File: src/rtl/rlx_pkg.sv
package rlx_pkg;

   typedef enum logic [1:0] {
      RLX_TOKEN = 2'd0,
      RLX_COUNT = 2'd1,
      RLX_RUN   = 2'd2
   } rlx_state_e;

endpackage

File: src/rtl/rlx_classify.sv
// Decodes one byte: fill code (all zeros or all ones) and zero value.
module rlx_classify #(
   parameter int DATA_W = 8
) (
   input  logic [DATA_W-1:0] byte_i,
   output logic              escape_o,
   output logic              fill_one_o,
   output logic              zero_o
);

   generate
      if (DATA_W < 2) begin : g_bad_width
         $error("rlx_classify: DATA_W must be at least 2");
      end
   endgenerate

   logic all_zero;
   logic all_one;

   assign all_zero   = ~|byte_i;
   assign all_one    = &byte_i;
   assign escape_o   = all_zero | all_one;
   assign fill_one_o = all_one;
   assign zero_o     = all_zero;

endmodule

File: src/rtl/rlx_run_counter.sv
// Holds the number of run copies still to be emitted.
module rlx_run_counter #(
   parameter int CNT_W = 8
) (
   input  logic             clk,
   input  logic             rst,
   input  logic             load_i,
   input  logic [CNT_W-1:0] load_val_i,
   input  logic             step_i,
   output logic             busy_o,
   output logic             last_o
);

   localparam logic [CNT_W-1:0] ONE = CNT_W'(1);

   generate
      if (CNT_W < 1) begin : g_bad_width
         $error("rlx_run_counter: CNT_W must be positive");
      end
   endgenerate

   logic [CNT_W-1:0] remain_q;

   always_ff @(posedge clk) begin
      if (rst) begin
         remain_q <= '0;
      end else if (load_i) begin
         remain_q <= load_val_i;
      end else if (step_i) begin
         remain_q <= remain_q - ONE;
      end
   end

   assign busy_o = (remain_q != '0);
   assign last_o = (remain_q == ONE);

   AST_STEP_ONLY_WHEN_BUSY: assert property (@(posedge clk) disable iff (rst)
      step_i |-> busy_o);
   AST_LOAD_ONLY_WHEN_IDLE: assert property (@(posedge clk) disable iff (rst)
      load_i |-> !busy_o);

endmodule

File: src/rtl/rlx_ctrl.sv
// Token sequencer: literal pass-through, fill/count capture, run emission, error flag.
module rlx_ctrl
   import rlx_pkg::*;
#(
   parameter int DATA_W = 8
) (
   input  logic              clk,
   input  logic              rst,
   input  logic              in_valid_i,
   input  logic [DATA_W-1:0] in_data_i,
   input  logic              in_escape_i,
   input  logic              in_fill_one_i,
   input  logic              in_zero_i,
   input  logic              stream_end_i,
   input  logic              out_ready_i,
   input  logic              cnt_last_i,
   output logic              in_ready_o,
   output logic              out_valid_o,
   output logic [DATA_W-1:0] out_data_o,
   output logic              cnt_load_o,
   output logic              cnt_step_o,
   output logic              err_o
);

   rlx_state_e state_q;
   rlx_state_e state_d;
   logic       fill_q;
   logic       err_q;

   always_comb begin
      state_d     = state_q;
      in_ready_o  = 1'b0;
      out_valid_o = 1'b0;
      out_data_o  = in_data_i;
      cnt_load_o  = 1'b0;
      cnt_step_o  = 1'b0;
      if (!rst) begin
         case (state_q)
            RLX_TOKEN: begin
               if (in_escape_i) begin
                  in_ready_o = 1'b1;
                  if (in_valid_i) state_d = RLX_COUNT;
               end else begin
                  in_ready_o  = out_ready_i;
                  out_valid_o = in_valid_i;
               end
            end
            RLX_COUNT: begin
               if (stream_end_i) begin
                  state_d = RLX_TOKEN;
               end else begin
                  in_ready_o = 1'b1;
                  if (in_valid_i) begin
                     if (in_zero_i) begin
                        state_d = RLX_TOKEN;
                     end else begin
                        cnt_load_o = 1'b1;
                        state_d    = RLX_RUN;
                     end
                  end
               end
            end
            RLX_RUN: begin
               out_valid_o = 1'b1;
               out_data_o  = {DATA_W{fill_q}};
               if (out_ready_i) begin
                  cnt_step_o = 1'b1;
                  if (cnt_last_i) state_d = RLX_TOKEN;
               end
            end
            default: state_d = RLX_TOKEN;
         endcase
      end
   end

   always_ff @(posedge clk) begin
      if (rst) begin
         state_q <= RLX_TOKEN;
         fill_q  <= 1'b0;
         err_q   <= 1'b0;
      end else begin
         state_q <= state_d;
         if (state_q == RLX_TOKEN && in_valid_i && in_escape_i) begin
            fill_q <= in_fill_one_i;
         end
         if (state_q == RLX_COUNT && stream_end_i) begin
            err_q <= 1'b1;
         end
      end
   end

   assign err_o = err_q;

   AST_ERR_STICKY: assert property (@(posedge clk) disable iff (rst)
      err_q |=> err_q);
   AST_RUN_HOLDS_ON_STALL: assert property (@(posedge clk) disable iff (rst)
      (state_q == RLX_RUN && !out_ready_i) |=> (out_valid_o && $stable(out_data_o)));
   AST_END_OUTSIDE_COUNT: assert property (@(posedge clk) disable iff (rst)
      (state_q != RLX_COUNT && !err_q) |=> !err_q);

endmodule

File: src/rtl/rlx_expander.sv
// Byte run-length expander, top level.
module rlx_expander #(
   parameter int DATA_W = 8
) (
   input  logic              clk,
   input  logic              rst,
   input  logic              in_valid,
   output logic              in_ready,
   input  logic [DATA_W-1:0] in_data,
   input  logic              stream_end,
   output logic              out_valid,
   input  logic              out_ready,
   output logic [DATA_W-1:0] out_data,
   output logic              fmt_err
);

   localparam int CNT_W = DATA_W;

   logic in_escape;
   logic in_fill_one;
   logic in_zero;
   logic cnt_load;
   logic cnt_step;
   logic cnt_busy;
   logic cnt_last;

   rlx_classify #(.DATA_W(DATA_W)) u_classify (
      .byte_i     (in_data),
      .escape_o   (in_escape),
      .fill_one_o (in_fill_one),
      .zero_o     (in_zero)
   );

   rlx_run_counter #(.CNT_W(CNT_W)) u_counter (
      .clk        (clk),
      .rst        (rst),
      .load_i     (cnt_load),
      .load_val_i (in_data),
      .step_i     (cnt_step),
      .busy_o     (cnt_busy),
      .last_o     (cnt_last)
   );

   rlx_ctrl #(.DATA_W(DATA_W)) u_ctrl (
      .clk           (clk),
      .rst           (rst),
      .in_valid_i    (in_valid),
      .in_data_i     (in_data),
      .in_escape_i   (in_escape),
      .in_fill_one_i (in_fill_one),
      .in_zero_i     (in_zero),
      .stream_end_i  (stream_end),
      .out_ready_i   (out_ready),
      .cnt_last_i    (cnt_last),
      .in_ready_o    (in_ready),
      .out_valid_o   (out_valid),
      .out_data_o    (out_data),
      .cnt_load_o    (cnt_load),
      .cnt_step_o    (cnt_step),
      .err_o         (fmt_err)
   );

   always_comb begin
      if (rst) begin
         AST_RESET_QUIET: assert (!out_valid && !in_ready);
      end
   end

   AST_INPUT_BLOCKED_IN_RUN: assert property (@(posedge clk) disable iff (rst)
      cnt_busy |-> (!in_ready && out_valid));
   AST_LITERAL_ONLY_OUTSIDE_RUN: assert property (@(posedge clk) disable iff (rst)
      (out_valid && !cnt_busy) |-> (out_data == in_data && !in_escape));
   AST_RUN_DATA_IS_FILL: assert property (@(posedge clk) disable iff (rst)
      (out_valid && cnt_busy) |-> ((out_data == '0) || (out_data == '1)));

endmodule

File: config.mk
export PLATFORM = sky130hd
export DESIGN_NAME = rlx_expander
export DESIGN_NICKNAME = d
export VERILOG_FILES = /design/src/rtl/rlx_pkg.sv /design/src/rtl/rlx_classify.sv /design/src/rtl/rlx_run_counter.sv /design/src/rtl/rlx_ctrl.sv /design/src/rtl/rlx_expander.sv
export SDC_FILE = /design/constraint.sdc
export NUM_CORES = 1
export LEC_CHECK = 0
export BUFFER_PORTS_ARGS = -buffer_cell sky130_fd_sc_hd__buf_2
export CAP_MARGIN = 15
export CORE_ASPECT_RATIO = 0.7
export CORE_MARGIN = 2
export CORE_UTILIZATION = 30
export DETAILED_ROUTE_END_ITERATION = 8
export GPL_TIMING_DRIVEN = 1
export PLACE_DENSITY = 0.58
export SYNTH_ARGS = -nofsm -noshare
export SYNTH_HDL_FRONTEND = slang
export SYNTH_SLANG_ARGS = --single-unit
File: constraint.sdc
create_clock -name clk -period 3.74 [get_ports clk]
set_input_delay 0.748 -clock clk [delete_from_list [all_inputs] [get_ports clk]]
set_output_delay 0.748 -clock clk [all_outputs]
set_load 0.02 [all_outputs]
Word-level counts from Yosys, hierarchy flattened --
Cells that the tools add are included.
Storage, ports and cells: register bits 12, input port bits 13, output and inout bits 11, logic and storage cells 50
Cells by class: reductions and logical operators 9, equality and inequality tests 8, add/subtract/negate cells 1, bitwise logic cells 1, mux-type cells 27
Operators by type and width (count):
- 8-bit 2-to-1 mux | 4
- 2-bit 2-to-1 mux | 7
- 1-bit 2-to-1 mux | 13
- 8-bit by 1-bit equality test with 1-bit output (second input constant) | 1
- 8-bit AND reduction | 1
- 8-bit OR reduction | 1
- 8-bit by 1-bit subtractor with 8-bit output (second input constant) | 1
- 2-bit != test (second input constant) | 3
- 2-bit case mux with 3 select lines | 1
- 5-bit AND reduction | 1
- 1-bit case mux with 2 select lines | 2
- 1-bit logical AND | 3
- 3-bit != test (second input constant) | 1
- 2-bit by 1-bit equality test with 1-bit output (second input constant) | 1
- 2-bit equality test (second input constant) | 1
- 2-bit zero test | 1
- 2-bit by 1-bit != test with 1-bit output (second input constant) | 1
- 2-bit nonzero test | 1
- 1-bit zero test | 1
- 1-bit OR | 1

Longest topological paths before layout --
depth after elaboration 7, depth in mapped cells 6, depth with buffers taken out 6

Hierarchy --
A second synthesis with hierarchy kept.
Unflattened totals: cells, all modules 104, area total of the unflattened synthesis 874.6 µm²
Modules (own cells, without submodules):
- rlx_run_counter | seq. area each 160.2 µm², instances 1, area each 496.7 µm², cells each 59
- rlx_ctrl | seq. area each 80.1 µm², instances 1, area each 334.1 µm², cells each 38
- rlx_classify | seq. area each 0.0 µm², instances 1, area each 43.8 µm², cells each 7

Worst setup path after synthesis --
OpenSTA, ideal clock, no wires.
path kind input -> output, from in in_data[7], to out in_ready, stages on the path 4, arrival time 1.904 ns, required time 2.992 ns, slack 1.088 ns, path buffers 0, path through nor4_1 > nand2_1 > a32o_1 > nor3_1
On the way: cells in the longest elaborated chain, start to end 6, elaborated cells between the ends (all ways) 7, those cells by class mux (3); bitwise (1); reduce/logical (3)
Ends and longest elaborated chain:
- start, declared | line rlx_expander.sv:9 | input logic [DATA_W-1:0] in_data,
- 8-bit OR reduction | line rlx_classify.sv:20 | assign all_zero = ~|byte_i;
- 1-bit zero test | line rlx_classify.sv:20
- 1-bit OR (*) | line rlx_classify.sv:22 | assign escape_o = all_zero | all_one;
- 1-bit 2-to-1 mux (*) | line rlx_ctrl.sv:40 | if (in_escape_i) begin
- 1-bit case mux with 2 select lines (*) | line rlx_ctrl.sv:38 | case (state_q)
- 1-bit 2-to-1 mux (*) | line rlx_ctrl.sv:37 | if (!rst) begin
- end, declared | line rlx_expander.sv:8 | output logic in_ready,
Every way passes the cells marked *; elsewhere a longest branch is shown, timed or not.

Worst setup path after layout --
Same ends and word-level chain as after synthesis.

==> insert_results.sql <==
INSERT INTO impl_metrics (metric_group, metric, value, unit) VALUES
('run_status', 'status', 'complete, no violations', ''),
('clocking', 'cts_htree_levels', '1', ''),
('place', 'place_inst', '152', ''),
('sta', 'timing.final.crit_period', '2850', 'ps'),
('run', 'drv.max_cap_violation_count', '0', ''),
('critical_path', 'cp_max_fo', '4', ''),
('place', 'preCtsSetupSlack', '889', 'ps'),
('layout', 'area_growth', '23.0', '%'),
('sta', 'final.period_utilization', '0.763', ''),
('detailed_routing', 'post_drt_via_cell_ratio', '5.32', ''),
('grt', 'grt_first_pass_wirelength', '3240', 'µm'),
('critical_path', 'worst_path_max_delay_cell', 'sky130_fd_sc_hd__nor4_1', ''),
('sta', 'rsz0062_at_grt', 'false', ''),
('sta', 'timing.max_slew.rel_slack', '0.608', ''),
('detailed_routing', 'dr.first_iter.drc_count', '39', ''),
('detailed_routing', 'drt-pass1-iter-count', '4', ''),
('critical_path', 'slowest_stage_delay_on_critical_path', '400', 'ps'),
('critical_path', 'critical_path_required', '2990', 'ps'),
('power_and_ir_drop', 'leakagePower', '0.383', 'nW'),
('sta', 'hold_viol_final', '0', ''),
('sta', 'finalSetupViolations', '0', ''),
('detailed_routing', 'ant_nets', '0', ''),
('logic_synthesis', 'syn-instance-count', '100', ''),
('die', 'die_y', '46.7', 'µm'),
('critical_path', 'cpLargestDelayFamily', 'simple AND/OR/NAND/NOR gates', ''),
('min_path', 'worst_hold_path_type', 'reg -> reg', ''),
('die', 'start_util', '0.316', ''),
('place', 'place.port_buffers', '23', ''),
('layout', 'antennaDiodeCount', '0', ''),
('sta', 'tightestPinTransition', '583', 'ps'),
('die', 'io_pins', '24', ''),
('die', 'core_footprint', '0.00248', 'mm²'),
('layout', 'finish.cell_count_without_fillers', '156', ''),
('logic_synthesis', 'ys_seq_area_frac', '0.307', ''),
('clocking', 'tritoncts.num_buffers', '3', ''),
('power_and_ir_drop', 'ir_drop', '0.179', 'mV'),
('logic_synthesis', 'netlist-cell-type-count', '34', ''),
('clocking', 'cts_tree', 'built', ''),
('detailed_routing', 'wl_per_cell', '14.0', 'µm'),
('die', 'die-area', '0.00304', 'mm²'),
('clocking', 'cts_hold_buf', '0', ''),
('power_and_ir_drop', 'power_density', '323', 'mW/mm²'),
('critical_path', 'timing.critical_path.to_type', 'output port', ''),
('sta', 'whs', '483', 'ps'),
('sta', 'final.setup_skew', '5.71', 'ps'),
('grt', 'grt_overflow', '0', ''),
('grt', 'groute.usage.overall', '0.145', ''),
('layout', 'finish.instance_area', '962', 'µm²'),
('place', 'detailed_place_hpwl', '1630', 'µm'),
('logic_synthesis', 'synth.cell_area', '782', 'µm²'),
('grt', 'grt_max_degree', '17', ''),
('clocking', 'number_of_post_cts_setup_repair_buffers', '0', ''),
('sta', 'clock.fmax', '351', 'MHz'),
('layout', 'fin_nets', '138', ''),
('place', 'place.gp.congestion', '0.804', ''),
('place', 'dpl_cell_area', '907', 'µm²'),
('clocking', 'clock_insertion_delay_worst_skew', '240', 'ps'),
('critical_path', 'count_of_buffering_cells_on_the_critical_path_with_inverters_included', '2', ''),
('die', 'die_width', '65.0', 'µm'),
('sta', 'totalNegativeSetupSlack', '0', 'ps'),
('detailed_routing', 'via_count', '830', ''),
('clocking', 'count_of_cells_resized_by_post_cts_repair', '0', ''),
('clocking', 'cts_sinks', '12', ''),
('sta', 'post-route-worst-setup-slack', '887', 'ps'),
('die', 'placement_rows', '15', ''),
('clocking', 'clock-root-buffer', 'sky130_fd_sc_hd__clkbuf_8', ''),
('critical_path', 'cell_repeated_most_along_the_worst_path', 'sky130_fd_sc_hd__buf_2', ''),
('detailed_routing', 'drc', '0', ''),
('logic_synthesis', 'yosysWarningCount', '0', ''),
('clocking', 'clkTransAtPathRegs', '60', 'ps'),
('sta', 'timing.final.max_slew_violations', '0', ''),
('layout', 'share_of_post_route_cells_with_drive_strength_above_1', '0.270', ''),
('logic_synthesis', 'avgSynthCellArea', '7.82', 'µm²'),
('clocking', 'clock_tree.buffer_depth', '2', ''),
('critical_path', 'cp_data_arrival_time', '2100', 'ps'),
('logic_synthesis', 'syn-num-nets', '115', ''),
('critical_path', 'timing.setup.critical_path_class', 'in -> out', ''),
('grt', 'number_of_antenna_violations_at_the_first_check_in_global_routing', '0', ''),
('logic_synthesis', 'yosys_register_bits', '12', ''),
('detailed_routing', 'drt_wl_total', '2180', 'µm'),
('critical_path', 'critPathLaunchType', 'input pin', ''),
('critical_path', 'crit_chain', 'buf_2, nor4_1, nand2_1, a32o_1, nor3_1, buf_2', ''),
('grt', 'first_global_vias', '698', '');
## power by group
part           internal (W)   total, W  leakage, nW  switching [W]
Clock             0.0000932   0.000146       0.0288      0.0000526
Combinational     0.0000143  0.0000368        0.258      0.0000225
Sequential         0.000128   0.000128       0.0966    0.000000191
Total              0.000236   0.000311        0.383      0.0000753
## worst register-to-register path, delay by kind of cell (launching register included)
family	cells	cell delay, ps
AO/OA/AOI/OAI	3	610
flip-flops	1	510
AND/OR/NAND/NOR	1	430
## flip-flops by register name, summed over array words and instances (netlist names)
register / flops
u_counter.remain_q: 8
u_ctrl.err_o: 1
u_ctrl.fill_q: 1
u_ctrl.state_q: 2
## cell usage after synthesis
master                      count  area share
sky130_fd_sc_hd__nand4_1        2       0.016
sky130_fd_sc_hd__inv_1          6       0.029
sky130_fd_sc_hd__buf_4          1      0.0096
sky130_fd_sc_hd__nand2_1       10       0.048
sky130_fd_sc_hd__a21oi_1        6       0.038
sky130_fd_sc_hd__nor2_1         5       0.024
sky130_fd_sc_hd__and4bb_1       1       0.016
sky130_fd_sc_hd__nor2b_1        1      0.0080
sky130_fd_sc_hd__a2bb2oi_1      1       0.011
sky130_fd_sc_hd__buf_2          2       0.013
sky130_fd_sc_hd__or3_1          3       0.024
sky130_fd_sc_hd__clkbuf_1       1      0.0048
sky130_fd_sc_hd__dfxtp_1       12        0.31
sky130_fd_sc_hd__a22oi_1        1      0.0096
sky130_fd_sc_hd__a211o_1        2       0.022
sky130_fd_sc_hd__a32o_1         1       0.013
sky130_fd_sc_hd__nand3b_1       1      0.0096
sky130_fd_sc_hd__nor4_1         3       0.024
sky130_fd_sc_hd__nor3_1         5       0.032
sky130_fd_sc_hd__a21o_1         8       0.077
sky130_fd_sc_hd__mux2_2         1       0.014
sky130_fd_sc_hd__a211oi_1       2       0.019
sky130_fd_sc_hd__nand3_1        7       0.045
sky130_fd_sc_hd__o311ai_0       1       0.011
sky130_fd_sc_hd__ha_1           2       0.032
sky130_fd_sc_hd__nor2_2         1      0.0080
sky130_fd_sc_hd__and4bb_2       1       0.016
sky130_fd_sc_hd__o21ai_0        1      0.0064
sky130_fd_sc_hd__o211ai_1       1      0.0096
sky130_fd_sc_hd__buf_6          1       0.014
sky130_fd_sc_hd__xor2_1         1       0.011
sky130_fd_sc_hd__a21bo_2        1       0.013
sky130_fd_sc_hd__a31oi_1        6       0.048
sky130_fd_sc_hd__or2_2          2       0.016
## metrics by stage
stage | total power (W) | utilization
after CTS | 0.000314 | 0.388
after floorplan | 0.000149 | -
after global routing | 0.000322 | 0.388
after global placement | 0.000168 | 0.366
final | 0.000311 | 0.388
after detailed placement | 0.000167 | 0.366
## metal layers
| metal | share of wire | vias up | track usage |
|---|---|---|---|
| met5 | 0 | - | 0 |
| met4 | 0 | 0 | 0.0250 |
| met3 | 0.056 | 0 | 0.0489 |
| met2 | 0.46 | 22 | 0.227 |
| met1 | 0.48 | 388 | 0.200 |
| li1 | - | 420 | - |
## cell families (layout without fill, tap and decap cells)
kind of cell,count (synthesis),count (layout),synth area share
simple gates,42,42,0.286
compound gates,31,31,0.278
flops,12,12,0.307
buf+inv,11,33,0.0704
fa+ha+maj,2,2,0.0320
xor+xnor,1,1,0.0112
mux,1,1,0.0144
## final cells by class
class | count | area [µm²]
Timing Repair Buffer | 23 | 115
Inverter | 6 | 22.5
Fill cell | 269 | 1520
Clock buffer | 4 | 55.1
Tap cell | 34 | 42.5
Multi-Input combinational cell | 77 | 487
Sequential cell | 12 | 240
## placed cells by master (no fill, tap or decap), types with 2 or more instances in the layout
master	instances
sky130_fd_sc_hd__buf_2	23
sky130_fd_sc_hd__dfxtp_1	12
sky130_fd_sc_hd__nand2_1	10
sky130_fd_sc_hd__a21o_1	8
sky130_fd_sc_hd__nand3_1	7
sky130_fd_sc_hd__inv_1	6
sky130_fd_sc_hd__a31oi_1	6
sky130_fd_sc_hd__a21oi_1	6
sky130_fd_sc_hd__nor3_1	5
sky130_fd_sc_hd__nor2_1	5
sky130_fd_sc_hd__clkbuf_8	4
sky130_fd_sc_hd__or3_1	3
sky130_fd_sc_hd__nor4_1	3
sky130_fd_sc_hd__nand4_1	2
sky130_fd_sc_hd__or2_2	2
sky130_fd_sc_hd__a211o_1	2
sky130_fd_sc_hd__a211oi_1	2
sky130_fd_sc_hd__ha_1	2
## final timing paths
kind / startpoint / end / cells past startpoint / slack [ps]
worst max-delay path: in_data[7] / in_ready / 6 / 890
worst min-delay path: u_ctrl.err_o$_SDFFE_PP0P_ / u_ctrl.err_o$_SDFFE_PP0P_ / 2 / 480
worst max register to register: u_ctrl.state_q[0]$_SDFFE_PP0P_ / u_counter.remain_q[5]$_SDFFE_PP0P_ / 4 / 2070
worst min register to register: u_ctrl.err_o$_SDFFE_PP0P_ / u_ctrl.err_o$_SDFFE_PP0P_ / 2 / 480
(Power assumes the default switching activity.)
